$ cat src/rtl/adcfr_pkg.sv
package adcfr_pkg;

   typedef enum logic [1:0] {
      SEQ_IDLE,
      SEQ_LOW,
      SEQ_HIGH,
      SEQ_GAP
   } seq_state_e;

   // whole cycles covering a time in ns at a given clock rate, rounded up
   function automatic int unsigned ns_to_cycles(input int unsigned ns,
                                                input int unsigned mhz);
      return (ns * mhz + 999) / 1000;
   endfunction

endpackage

$ cat src/rtl/adcfr_half_timer.sv
module adcfr_half_timer #(
   parameter int HALF_W = 8
) (
   input  logic              clk,
   input  logic              rst_n,
   input  logic              run,
   input  logic [HALF_W-1:0] half_len,
   output logic              tick
);
   logic [HALF_W-1:0] cnt;

   assign tick = run && (cnt == (half_len - HALF_W'(1)));

   always_ff @(posedge clk or negedge rst_n) begin
      if (!rst_n)
         cnt <= '0;
      else if (!run || tick)
         cnt <= '0;
      else
         cnt <= cnt + HALF_W'(1);
   end
endmodule

$ cat src/rtl/adcfr_sequencer.sv
module adcfr_sequencer
   import adcfr_pkg::*;
#(
   parameter int HALF_W      = 8,
   parameter int GAP_W       = 8,
   parameter int DUMMY_CLKS  = 16,
   parameter int SINGLE_BITS = 32,
   parameter int DUAL_BITS   = 16,
   parameter int DEF_GAP     = 20,
   parameter bit RETIME_EN   = 1'b1
) (
   input  logic              clk,
   input  logic              rst_n,
   input  logic              start,
   input  logic              cfg_dual,
   input  logic              cfg_retime,
   input  logic [HALF_W-1:0] cfg_half,
   input  logic [GAP_W-1:0]  cfg_gap,
   output logic              cs_n,
   output logic              sclk,
   output logic              busy,
   output logic              done,
   output logic              res_valid,
   output logic              cap_en,
   output logic              lane_clear,
   output logic              commit,
   output logic              dual_mode
);
   localparam int N_SINGLE = DUMMY_CLKS + SINGLE_BITS;
   localparam int N_DUAL   = DUMMY_CLKS + DUAL_BITS;
   localparam int IDX_W    = $clog2(N_SINGLE + 1);

   seq_state_e        st;
   logic [IDX_W-1:0]  falls;
   logic [IDX_W-1:0]  n_clks;
   logic [HALF_W-1:0] half_q, half_sel;
   logic [GAP_W-1:0]  gap_q, gap_cnt, gap_sel, gap_eff;
   logic              rt_q;
   logic              tick, accept, end_evt;
   logic              fall_cap, late_cap, rt_eff;

   assign busy      = (st != SEQ_IDLE);
   assign accept    = start && (st == SEQ_IDLE);
   assign n_clks    = dual_mode ? IDX_W'(N_DUAL) : IDX_W'(N_SINGLE);
   assign half_sel  = (cfg_half == '0) ? HALF_W'(1) : cfg_half;
   assign gap_sel   = (cfg_gap == '0) ? GAP_W'(DEF_GAP) : cfg_gap;
   assign gap_eff   = (gap_sel < GAP_W'(2)) ? GAP_W'(2) : gap_sel;
   assign end_evt   = (st == SEQ_LOW) && tick && (falls == n_clks);

   adcfr_half_timer #(.HALF_W(HALF_W)) u_timer (
      .clk      (clk),
      .rst_n    (rst_n),
      .run      ((st == SEQ_LOW) || (st == SEQ_HIGH)),
      .half_len (half_q),
      .tick     (tick)
   );

   // falling-edge sample point and half-period-late sample point
   assign fall_cap = (st == SEQ_HIGH) && tick && (falls >= IDX_W'(DUMMY_CLKS));
   assign late_cap = (st == SEQ_LOW)  && tick && (falls >  IDX_W'(DUMMY_CLKS));

   generate
      if (RETIME_EN) begin : g_retime
         assign rt_eff = rt_q;
      end else begin : g_no_retime
         assign rt_eff = 1'b0;
      end
   endgenerate

   assign cap_en     = rt_eff ? late_cap : fall_cap;
   assign lane_clear = accept;
   assign commit     = end_evt;

   always_ff @(posedge clk or negedge rst_n) begin
      if (!rst_n) begin
         st        <= SEQ_IDLE;
         cs_n      <= 1'b1;
         sclk      <= 1'b0;
         falls     <= '0;
         half_q    <= HALF_W'(1);
         gap_q     <= GAP_W'(2);
         gap_cnt   <= '0;
         rt_q      <= 1'b0;
         dual_mode <= 1'b0;
         done      <= 1'b0;
         res_valid <= 1'b0;
      end else begin
         done <= end_evt;
         if (end_evt)
            res_valid <= 1'b1;
         case (st)
            SEQ_IDLE: begin
               if (start) begin
                  st        <= SEQ_LOW;
                  cs_n      <= 1'b0;
                  falls     <= '0;
                  half_q    <= half_sel;
                  gap_q     <= gap_eff;
                  rt_q      <= cfg_retime;
                  dual_mode <= cfg_dual;
               end
            end
            SEQ_LOW: begin
               if (tick) begin
                  if (falls == n_clks) begin
                     st      <= SEQ_GAP;
                     cs_n    <= 1'b1;
                     gap_cnt <= GAP_W'(1);
                  end else begin
                     st   <= SEQ_HIGH;
                     sclk <= 1'b1;
                  end
               end
            end
            SEQ_HIGH: begin
               if (tick) begin
                  st    <= SEQ_LOW;
                  sclk  <= 1'b0;
                  falls <= falls + IDX_W'(1);
               end
            end
            SEQ_GAP: begin
               if (gap_cnt >= (gap_q - GAP_W'(1)))
                  st <= SEQ_IDLE;
               else
                  gap_cnt <= gap_cnt + GAP_W'(1);
            end
            default: st <= SEQ_IDLE;
         endcase
      end
   end
endmodule

$ cat src/rtl/adcfr_lane.sv
module adcfr_lane #(
   parameter int W = 32
) (
   input  logic         clk,
   input  logic         rst_n,
   input  logic         clear,
   input  logic         shift,
   input  logic         din,
   input  logic         commit,
   input  logic         keep,
   output logic [W-1:0] word
);
   logic [W-1:0] sh, sh_next;

   // the last bit may arrive on the commit edge itself
   assign sh_next = shift ? {sh[W-2:0], din} : sh;

   always_ff @(posedge clk or negedge rst_n) begin
      if (!rst_n) begin
         sh   <= '0;
         word <= '0;
      end else begin
         if (clear)
            sh <= '0;
         else
            sh <= sh_next;
         if (commit)
            word <= keep ? sh_next : '0;
      end
   end
endmodule

$ cat src/rtl/adc_frame_reader.sv
module adc_frame_reader
   import adcfr_pkg::*;
#(
   parameter int HALF_W      = 8,
   parameter int GAP_W       = 8,
   parameter int REF_CLK_MHZ = 100,
   parameter int DUMMY_CLKS  = 16,
   parameter int SINGLE_BITS = 32,
   parameter int DUAL_BITS   = 16,
   parameter bit RETIME_EN   = 1'b1,
   parameter int RES_W       = SINGLE_BITS
) (
   input  logic              clk,
   input  logic              rst_n,
   input  logic              start,
   input  logic              cfg_dual,
   input  logic              cfg_retime,
   input  logic [HALF_W-1:0] cfg_half,
   input  logic [GAP_W-1:0]  cfg_gap,
   input  logic              sdo_a,
   input  logic              sdo_b,
   output logic              cs_n,
   output logic              sclk,
   output logic              busy,
   output logic              done,
   output logic              res_valid,
   output logic [RES_W-1:0]  result_a,
   output logic [RES_W-1:0]  result_b
);
   localparam int DEF_GAP = int'(ns_to_cycles(200, REF_CLK_MHZ));
   localparam int N_LANES = 2;

   generate
      if (DUMMY_CLKS < 1)
         $error("DUMMY_CLKS must be at least 1");
      if (DUAL_BITS < 2 || DUAL_BITS > SINGLE_BITS)
         $error("DUAL_BITS must lie between 2 and SINGLE_BITS");
      if (RES_W != SINGLE_BITS)
         $error("RES_W must equal SINGLE_BITS");
      if (DEF_GAP >= (1 << GAP_W))
         $error("GAP_W too narrow for the default chip-select high time");
      if (HALF_W < 1)
         $error("HALF_W must be at least 1");
   endgenerate

   logic             cap_en, lane_clear, commit, dual_mode;
   logic [N_LANES-1:0] sdo_v;
   logic [RES_W-1:0]   words [N_LANES];

   assign sdo_v = {sdo_b, sdo_a};

   adcfr_sequencer #(
      .HALF_W      (HALF_W),
      .GAP_W       (GAP_W),
      .DUMMY_CLKS  (DUMMY_CLKS),
      .SINGLE_BITS (SINGLE_BITS),
      .DUAL_BITS   (DUAL_BITS),
      .DEF_GAP     (DEF_GAP),
      .RETIME_EN   (RETIME_EN)
   ) u_seq (
      .clk        (clk),
      .rst_n      (rst_n),
      .start      (start),
      .cfg_dual   (cfg_dual),
      .cfg_retime (cfg_retime),
      .cfg_half   (cfg_half),
      .cfg_gap    (cfg_gap),
      .cs_n       (cs_n),
      .sclk       (sclk),
      .busy       (busy),
      .done       (done),
      .res_valid  (res_valid),
      .cap_en     (cap_en),
      .lane_clear (lane_clear),
      .commit     (commit),
      .dual_mode  (dual_mode)
   );

   generate
      for (genvar i = 0; i < N_LANES; i++) begin : g_lane
         adcfr_lane #(.W(RES_W)) u_lane (
            .clk    (clk),
            .rst_n  (rst_n),
            .clear  (lane_clear),
            .shift  (cap_en),
            .din    (sdo_v[i]),
            .commit (commit),
            .keep   ((i == 0) || dual_mode),
            .word   (words[i])
         );
      end
   endgenerate

   assign result_a = words[0];
   assign result_b = words[1];
endmodule

$ cat config.mk
export PLATFORM = sky130hd
export DESIGN_NAME = adc_frame_reader
export DESIGN_NICKNAME = d
export VERILOG_FILES = /design/src/rtl/adcfr_pkg.sv /design/src/rtl/adcfr_half_timer.sv /design/src/rtl/adcfr_sequencer.sv /design/src/rtl/adcfr_lane.sv /design/src/rtl/adc_frame_reader.sv
export SDC_FILE = /design/constraint.sdc
export NUM_CORES = 1
export LEC_CHECK = 0
export ABC_AREA = 1
export ABC_CLOCK_PERIOD_IN_PS = 2900
export BUFFER_PORTS_ARGS = -buffer_cell sky130_fd_sc_hd__buf_4
export CAP_MARGIN = 20
export CORE_MARGIN = 3
export CORE_UTILIZATION = 50
export CTS_CLUSTER_DIAMETER = 60
export DETAILED_ROUTE_END_ITERATION = 12
export GPL_ROUTABILITY_DRIVEN = 0
export PLACE_DENSITY = 0.79
export SETUP_SLACK_MARGIN = 0.15
export SLEW_MARGIN = 20
export SYNTH_ARGS = -nofsm -noshare
export SYNTH_HDL_FRONTEND = slang
export SYNTH_SLANG_ARGS = --single-unit
$ cat constraint.sdc
create_clock -name clk -period 2.9 [get_ports clk]
set_input_delay 0 -clock clk [delete_from_list [all_inputs] [get_ports clk]]
set_output_delay 0 -clock clk [all_outputs]
set_load 0.005 [all_outputs]
Word-level counts from Yosys, hierarchy flattened --
Cells that the tools add are included.
Operators by class: $add $sub $neg 5, order comparisons 4, equal/unequal tests 12, muxes and demuxes 32, reduce and logical (&&, ||, !) cells 24
Operator list (count):
- 32-bit two-way mux | 5
- 8-bit two-way mux | 7
- 8-bit by 1-bit adder with 8-bit output (second input constant) | 2
- 8-bit logical NOT | 2
- 8-bit case mux with 2 select lines | 1
- 4-bit AND reduction | 4
- 8-bit by 1-bit subtractor with 8-bit output (second input constant) | 2
- 6-bit two-way mux | 2
- 6-bit case mux with 2 select lines | 1
- 2-bit nonzero test | 5
- 8-bit equality test | 1
- 8-bit greater-or-equal comparator | 1
- 8-bit by 2-bit < comparator with 1-bit output (second input constant) | 1
- 1-bit two-way mux | 8
- 2-bit two-way mux | 4
- 2-bit != test (second input constant) | 4
- 2-bit case mux with 4 select lines | 1
- 1-bit logical AND | 7
- 6-bit by 1-bit adder with 6-bit output (second input constant) | 1
- 6-bit equality test | 1
- 6-bit by 5-bit greater-or-equal comparator with 1-bit output (second input constant) | 1
- 6-bit by 5-bit > comparator with 1-bit output (second input constant) | 1
- 2-bit by 1-bit != test with 1-bit output (second input constant) | 3
- 5-bit two-way mux | 1
- 8 further kinds | 11
Storage, ports and cells: register bits after elaboration 174, input port bits 23, output and inout port bits 69, logic and storage cells 93

Longest topological paths before layout --
depth in word-level cells 8, mapped depth 18, depth with buffers taken out 18

Modules after synthesis --
Synthesis repeated with hierarchy kept, for this count alone.
Second synthesis, totals: cell total of the unflattened synthesis 1019, area total of the unflattened synthesis 8290.5 um^2
Modules (own cells, without submodules):
- adcfr_lane | instances 2, cells each 308, area an instance 2695.1 um^2, sequential area each 1601.5 um^2
- adcfr_sequencer | instances 1, cells each 301, area an instance 2245.9 um^2, sequential area each 954.7 um^2
- adcfr_half_timer | instances 1, cells each 101, area an instance 650.6 um^2, sequential area each 200.2 um^2
- adc_frame_reader | instances 1, cells each 1, area an instance 3.8 um^2, sequential area each 0.0 um^2

Worst setup path after synthesis --
OpenSTA, ideal clock, no wires.
path kind register -> register, start register u_seq.gap_q[0], end register u_seq.gap_cnt[0], setup time 0.124 ns, data arrival time 2.163 ns, required time 2.776 ns, slack 0.613 ns, stages on the path, launching flop included 16, buffers on the path 1, period minus slack after synthesis 2.287 ns, cells stage by stage dfrtp_1 inv_1 ha_1 nand2_1 nor3_1 xor2_1 inv_1 ha_1 nand2_1 nor2_1 nand4_1 nand4_1 o21ai_0 nand3_2 buf_2 a21oi_1
On the way: cells in the longest elaborated chain, start to end 4
Ends and longest elaborated chain:
- start, declared | line adcfr_sequencer.sv:37 | logic [GAP_W-1:0] gap_q, gap_cnt, gap_sel, gap_eff;
- start signal, assigned | line adcfr_sequencer.sv:98 | gap_q <= gap_eff;
- 8-bit by 1-bit subtractor with 8-bit output | line adcfr_sequencer.sv:123 | if (gap_cnt >= (gap_q - GAP_W'(1)))
- 8-bit greater-or-equal comparator | line adcfr_sequencer.sv:123
- 2-bit != test (no line)
- 4-bit AND reduction (no line)
- end signal, assigned | line adcfr_sequencer.sv:126 | gap_cnt <= gap_cnt + GAP_W'(1);
- end, declared | line adcfr_sequencer.sv:37
No other way between the ends. A chain may end at the register's enable or synchronous reset.

Final worst setup path --
start register u_seq.half_q[0], end register g_lane[0].u_lane.word[31]
On the way: cells in the longest elaborated chain, start to end 7, elaborated cells between the ends (all ways) 10, those cells by class add/sub: 1; eq/ne: 1; mux: 2; reduce/logical: 6
Ends and longest elaborated chain:
- start, declared | line adcfr_sequencer.sv:36 | logic [HALF_W-1:0] half_q, half_sel;
- start signal, assigned | line adcfr_sequencer.sv:97 | half_q <= half_sel;
- 8-bit by 1-bit subtractor with 8-bit output * | line adcfr_half_timer.sv:12 | assign tick = run && (cnt == (half_len - HALF_W'(1)));
- 8-bit equality test * | line adcfr_half_timer.sv:12
- 1-bit logical AND * | line adcfr_half_timer.sv:12
- 1-bit logical AND (on tied branches) | line adcfr_sequencer.sv:59, adcfr_sequencer.sv:48, adcfr_sequencer.sv:60
- 1-bit logical AND (on tied branches) | line adcfr_sequencer.sv:59, adcfr_sequencer.sv:60
- 1-bit two-way mux | line adcfr_sequencer.sv:70 | assign cap_en = rt_eff ? late_cap : fall_cap;
- 32-bit two-way mux | line adcfr_lane.sv:16 | assign sh_next = shift ? {sh[W-2:0], din} : sh;
- end signal, assigned | line adcfr_lane.sv:28 | word <= keep ? sh_next : '0;
- end, declared | line adcfr_lane.sv:11 | output logic [W-1:0] word
Every way passes the cells marked *; elsewhere a longest branch is shown, timed or not.

==> results.yml <==
status:
  outcome: "finished clean"
synthesis:
  synth-async-reset-ratio_pct: 100
  synth_warnings: 0
  synth_cell_type_count: 38
  synth-seq-cells: 174
  synthesis.nets: 1080
  synth_ff_type: "dfrtp_1"
  synth_edf_count: 0
  netlist_area_um2: 8790
  syn_inst: 1039
  avgSynthCellArea_um2: 8.46
  yosysSeqAreaShare_pct: 49.6
global_routing:
  grt_usage_pct: 20.6
  grt_pass1_vias: 6935
  grt_pass1_wl_mm: 33.0
  grt_max_degree: 67
  grt-ovfl-total: 0
  antenna_found_initial: 0
clock_network:
  cts_tree: "done"
  cts.sinks: 174
  root_buffer: "clkbuf_16"
  clk_pin_slew_ns: 0.06
  clockBufferDepth: 2
  clk_latency_ns: 0.43
  htree_levels: 4
  numCtsBuffers: 17
sta:
  slew_violations: 0
  fin_crit_ns: 2.62
  rsz0062_at_grt: "true"
  hold_viol: 0
  timing.fmax_ghz: 0.382
  finClkSkew_ns: 0.0126
  relSlewSlack_pct: 57.5
  fin_tns_setup_ns: 0
  layout_setup_ws_ns: 0.283
  worst_pin_slew_ns: 0.633
  setup-violations-final: 0
  min_period_over_period_pct: 90.2
place:
  dp_slack_ns: 0.140
  place_inst: 1319
  portBuffers: 91
  hpwl_mm: 12.1
drt:
  first_iter_violations: 505
  ant_nets: 0
  via_count: 7105
  avgRoutedWirePerCell_um: 14.3
  dr.pass1.iters: 4
  drcViolationCount: 0
  drt_wl_total_mm: 19.6
  vias_per_cell: 5.17
floorplanning:
  start_util_pct: 52.1
  row_count: 47
  fp.dieH_um: 139
  io_pins: 92
  core_um2: 16900
  dieArea_um2: 19200
  die_w_um: 139
critical_path:
  crit_fanout: 64
  critPathKind: "flop to flop"
  reg2reg_to: "g_lane[0].u_lane.word[31]"
  startpoint: "u_seq.half_q[0]"
  crit_path_start_kind: "flop"
  critPathCapture: "g_lane[0].u_lane.word[31]"
  crit_required_ns: 3.21
  r2r_slack_ns: 0.28
  cp-end-kind: "flop"
  regToRegStartpoint: "u_seq.half_q[0]"
  arrival_ns: 2.93
  worstRegToRegCells: 17
power_and_ir_drop:
  power_frac_comb_pct: 24.1
  switching_share_pct: 32.4
  p_seq_share_pct: 42.1
  p_leak_nw: 5.73
  power.switching_mw: 2.16
  clock_power_share_pct: 33.7
  ir_drop_mv: 0.473
  cellPowerDensity_nw_per_um2: 640
  internal-power_mw: 4.51
min_path:
  hold_class: "input port to async pin"
cells_and_area:
  final_nets: 1186
  area_delta_synth_final_pct: 18.5
  layout-drive-gt1-share_pct: 19.8
  instances_no_fill: 1375
  diodes: 0
run:
  drv_cap: 0
-- power groups by stage --
stage	clock network, mW	registers [mW]	logic, mW
final	2.25	2.81	1.61
after global routing	2.39	2.83	1.82
after CTS	2.30	2.80	1.54
after detailed placement	0	2.84	1.50
after global placement	0	2.83	1.46
after floorplan	0	2.79	1.12
-- cells in the mapped netlist (all sizes together) (2+ instances only) --
library cell    n  area (µm²)
a21oi          42         210
buf            35         343
clkbuf          9        33.8
dfrtp         171        4280
dfstp           3        78.8
ha             18         225
inv            85         319
nand2         396        1510
nand3         122         921
nand3b          2        31.3
nand4           6        52.6
nor2           71         289
nor3            7        35.0
nor3b           3        22.5
nor4            2        12.5
o21ai          35         179
o22ai           2        12.5
or2             6        37.5
xnor2           7        61.3
xor2           12         105
-- cells by family (layout without fill, tap and decap cells) --
logic type,Yosys count,in the layout,share of synthesized area (%)
simple gates,616,617,33.2
flops,174,174,49.6
buf+inv,130,245,7.96
compound gates,82,82,4.85
xor+xnor,19,19,1.89
fa+ha+maj,18,18,2.56
-- per-stage QoR --
| step | power [mW] | area (µm²) | utilization [%] | hold slack, ns |
|---|---|---|---|---|
| CTS | 6.64 | 10300 | 61.3 | 0.115 |
| floorplan | 3.92 | 8790 | - | -0.296 |
| detailed placement | 4.34 | 9550 | 56.6 | -0.000612 |
| global placement | 4.29 | 9550 | 56.6 | -0.00235 |
| finish | 6.67 | 10400 | 61.7 | 0.107 |
| global route | 7.04 | 10400 | 61.7 | 0.162 |
-- metal layers --
metal  track usage, %  share of wire (%)  wire (µm)
met3             3.83                4.7        925
met5                0                  0          0
met2             33.6                 49       9510
met4             7.33                1.9        373
met1             27.7                 45       8790
-- worst max-delay path, stage by stage (launching register included) --
cell and delay, ns:
dfstp_2 0.56, inv_2 0.06, ha_1 0.26, inv_1 0.07, nand2_1 0.06, nand2_1 0.06, nand2_1 0.05, nand2_1 0.06
nand2_1 0.06, nor2_2 0.08, nand3_2 0.10, nor2_4 0.20, nand4_4 0.18, buf_12 0.26, nand3_1 0.17, nand2_1 0.06
nand2_1 0.06, nand2_1 0.05
-- final cells by class --
type / instances / area (µm²)
fill: 1404 / 6460
clock inverter: 8 / 106
multi-input combinational: 736 / 3760
clock buffer: 21 / 470
sequential: 174 / 4360
inverter: 86 / 323
tap: 220 / 275
timing repair buffer: 130 / 1120
-- cells in the final DEF (no fill, tap or decap), types with 5 or more instances in the layout --
cell	n
nand2_1	391
dfrtp_1	171
buf_4	100
inv_1	80
nor2_1	66
nand3_2	62
nand3_1	60
a21oi_1	42
o21ai_0	25
dlygate4sd3_1	22
ha_1	18
clkbuf_16	17
xor2_1	12
o21ai_1	9
xnor2_1	7
buf_12	7
nor3_1	6
or2_2	6
inv_2	5
nand4_1	5
-- sequential cells by signal, summed over array words and instances, names as in the netlist --
signal and flops:
u_seq.gap_q 8, u_seq.gap_cnt 8, u_seq.sclk 1, u_seq.half_q 8
u_seq.rt_eff 1, u_seq.res_valid 1, u_seq.done 1, u_seq.falls 6
g_lane.u_lane.word 64, u_seq.u_timer.cnt 8, u_seq.st 2, g_lane.u_lane.sh 64
u_seq.dual_mode 1, u_seq.cs_n 1
-- timing repair --
| item | in CTS | in global routing |
|---|---|---|
| endpoints found under the hold margin | 76 | 0 |
| hold buffers | 22 | 0 |
| pin swaps | 0 | 2 |
| setup endpoints to repair | 55 | 95 |
| gates cloned | 0 | 1 |
| gates resized for setup | 1 | 6 |
| buffers inserted | 0 | 4 |
-- worst min-delay path by stage --
stage          start                  endpoint  slack (ns)  depth (start not counted)
2_1_floorplan  rst_n    g_lane[0].u_lane.sh[0]       -0.30                          0
3_3_place_gp   rst_n  g_lane[1].u_lane.word[7]      -0.002                          1
3_5_place_dp   rst_n  g_lane[1].u_lane.word[7]     -0.0006                          1
4_1_cts        rst_n          u_seq.gap_cnt[2]        0.12                          2
5_1_grt        rst_n          u_seq.gap_cnt[2]        0.16                          2
6_report       rst_n          u_seq.gap_cnt[2]        0.11                          2
Note: power is estimated with default switching activity, not from simulation.
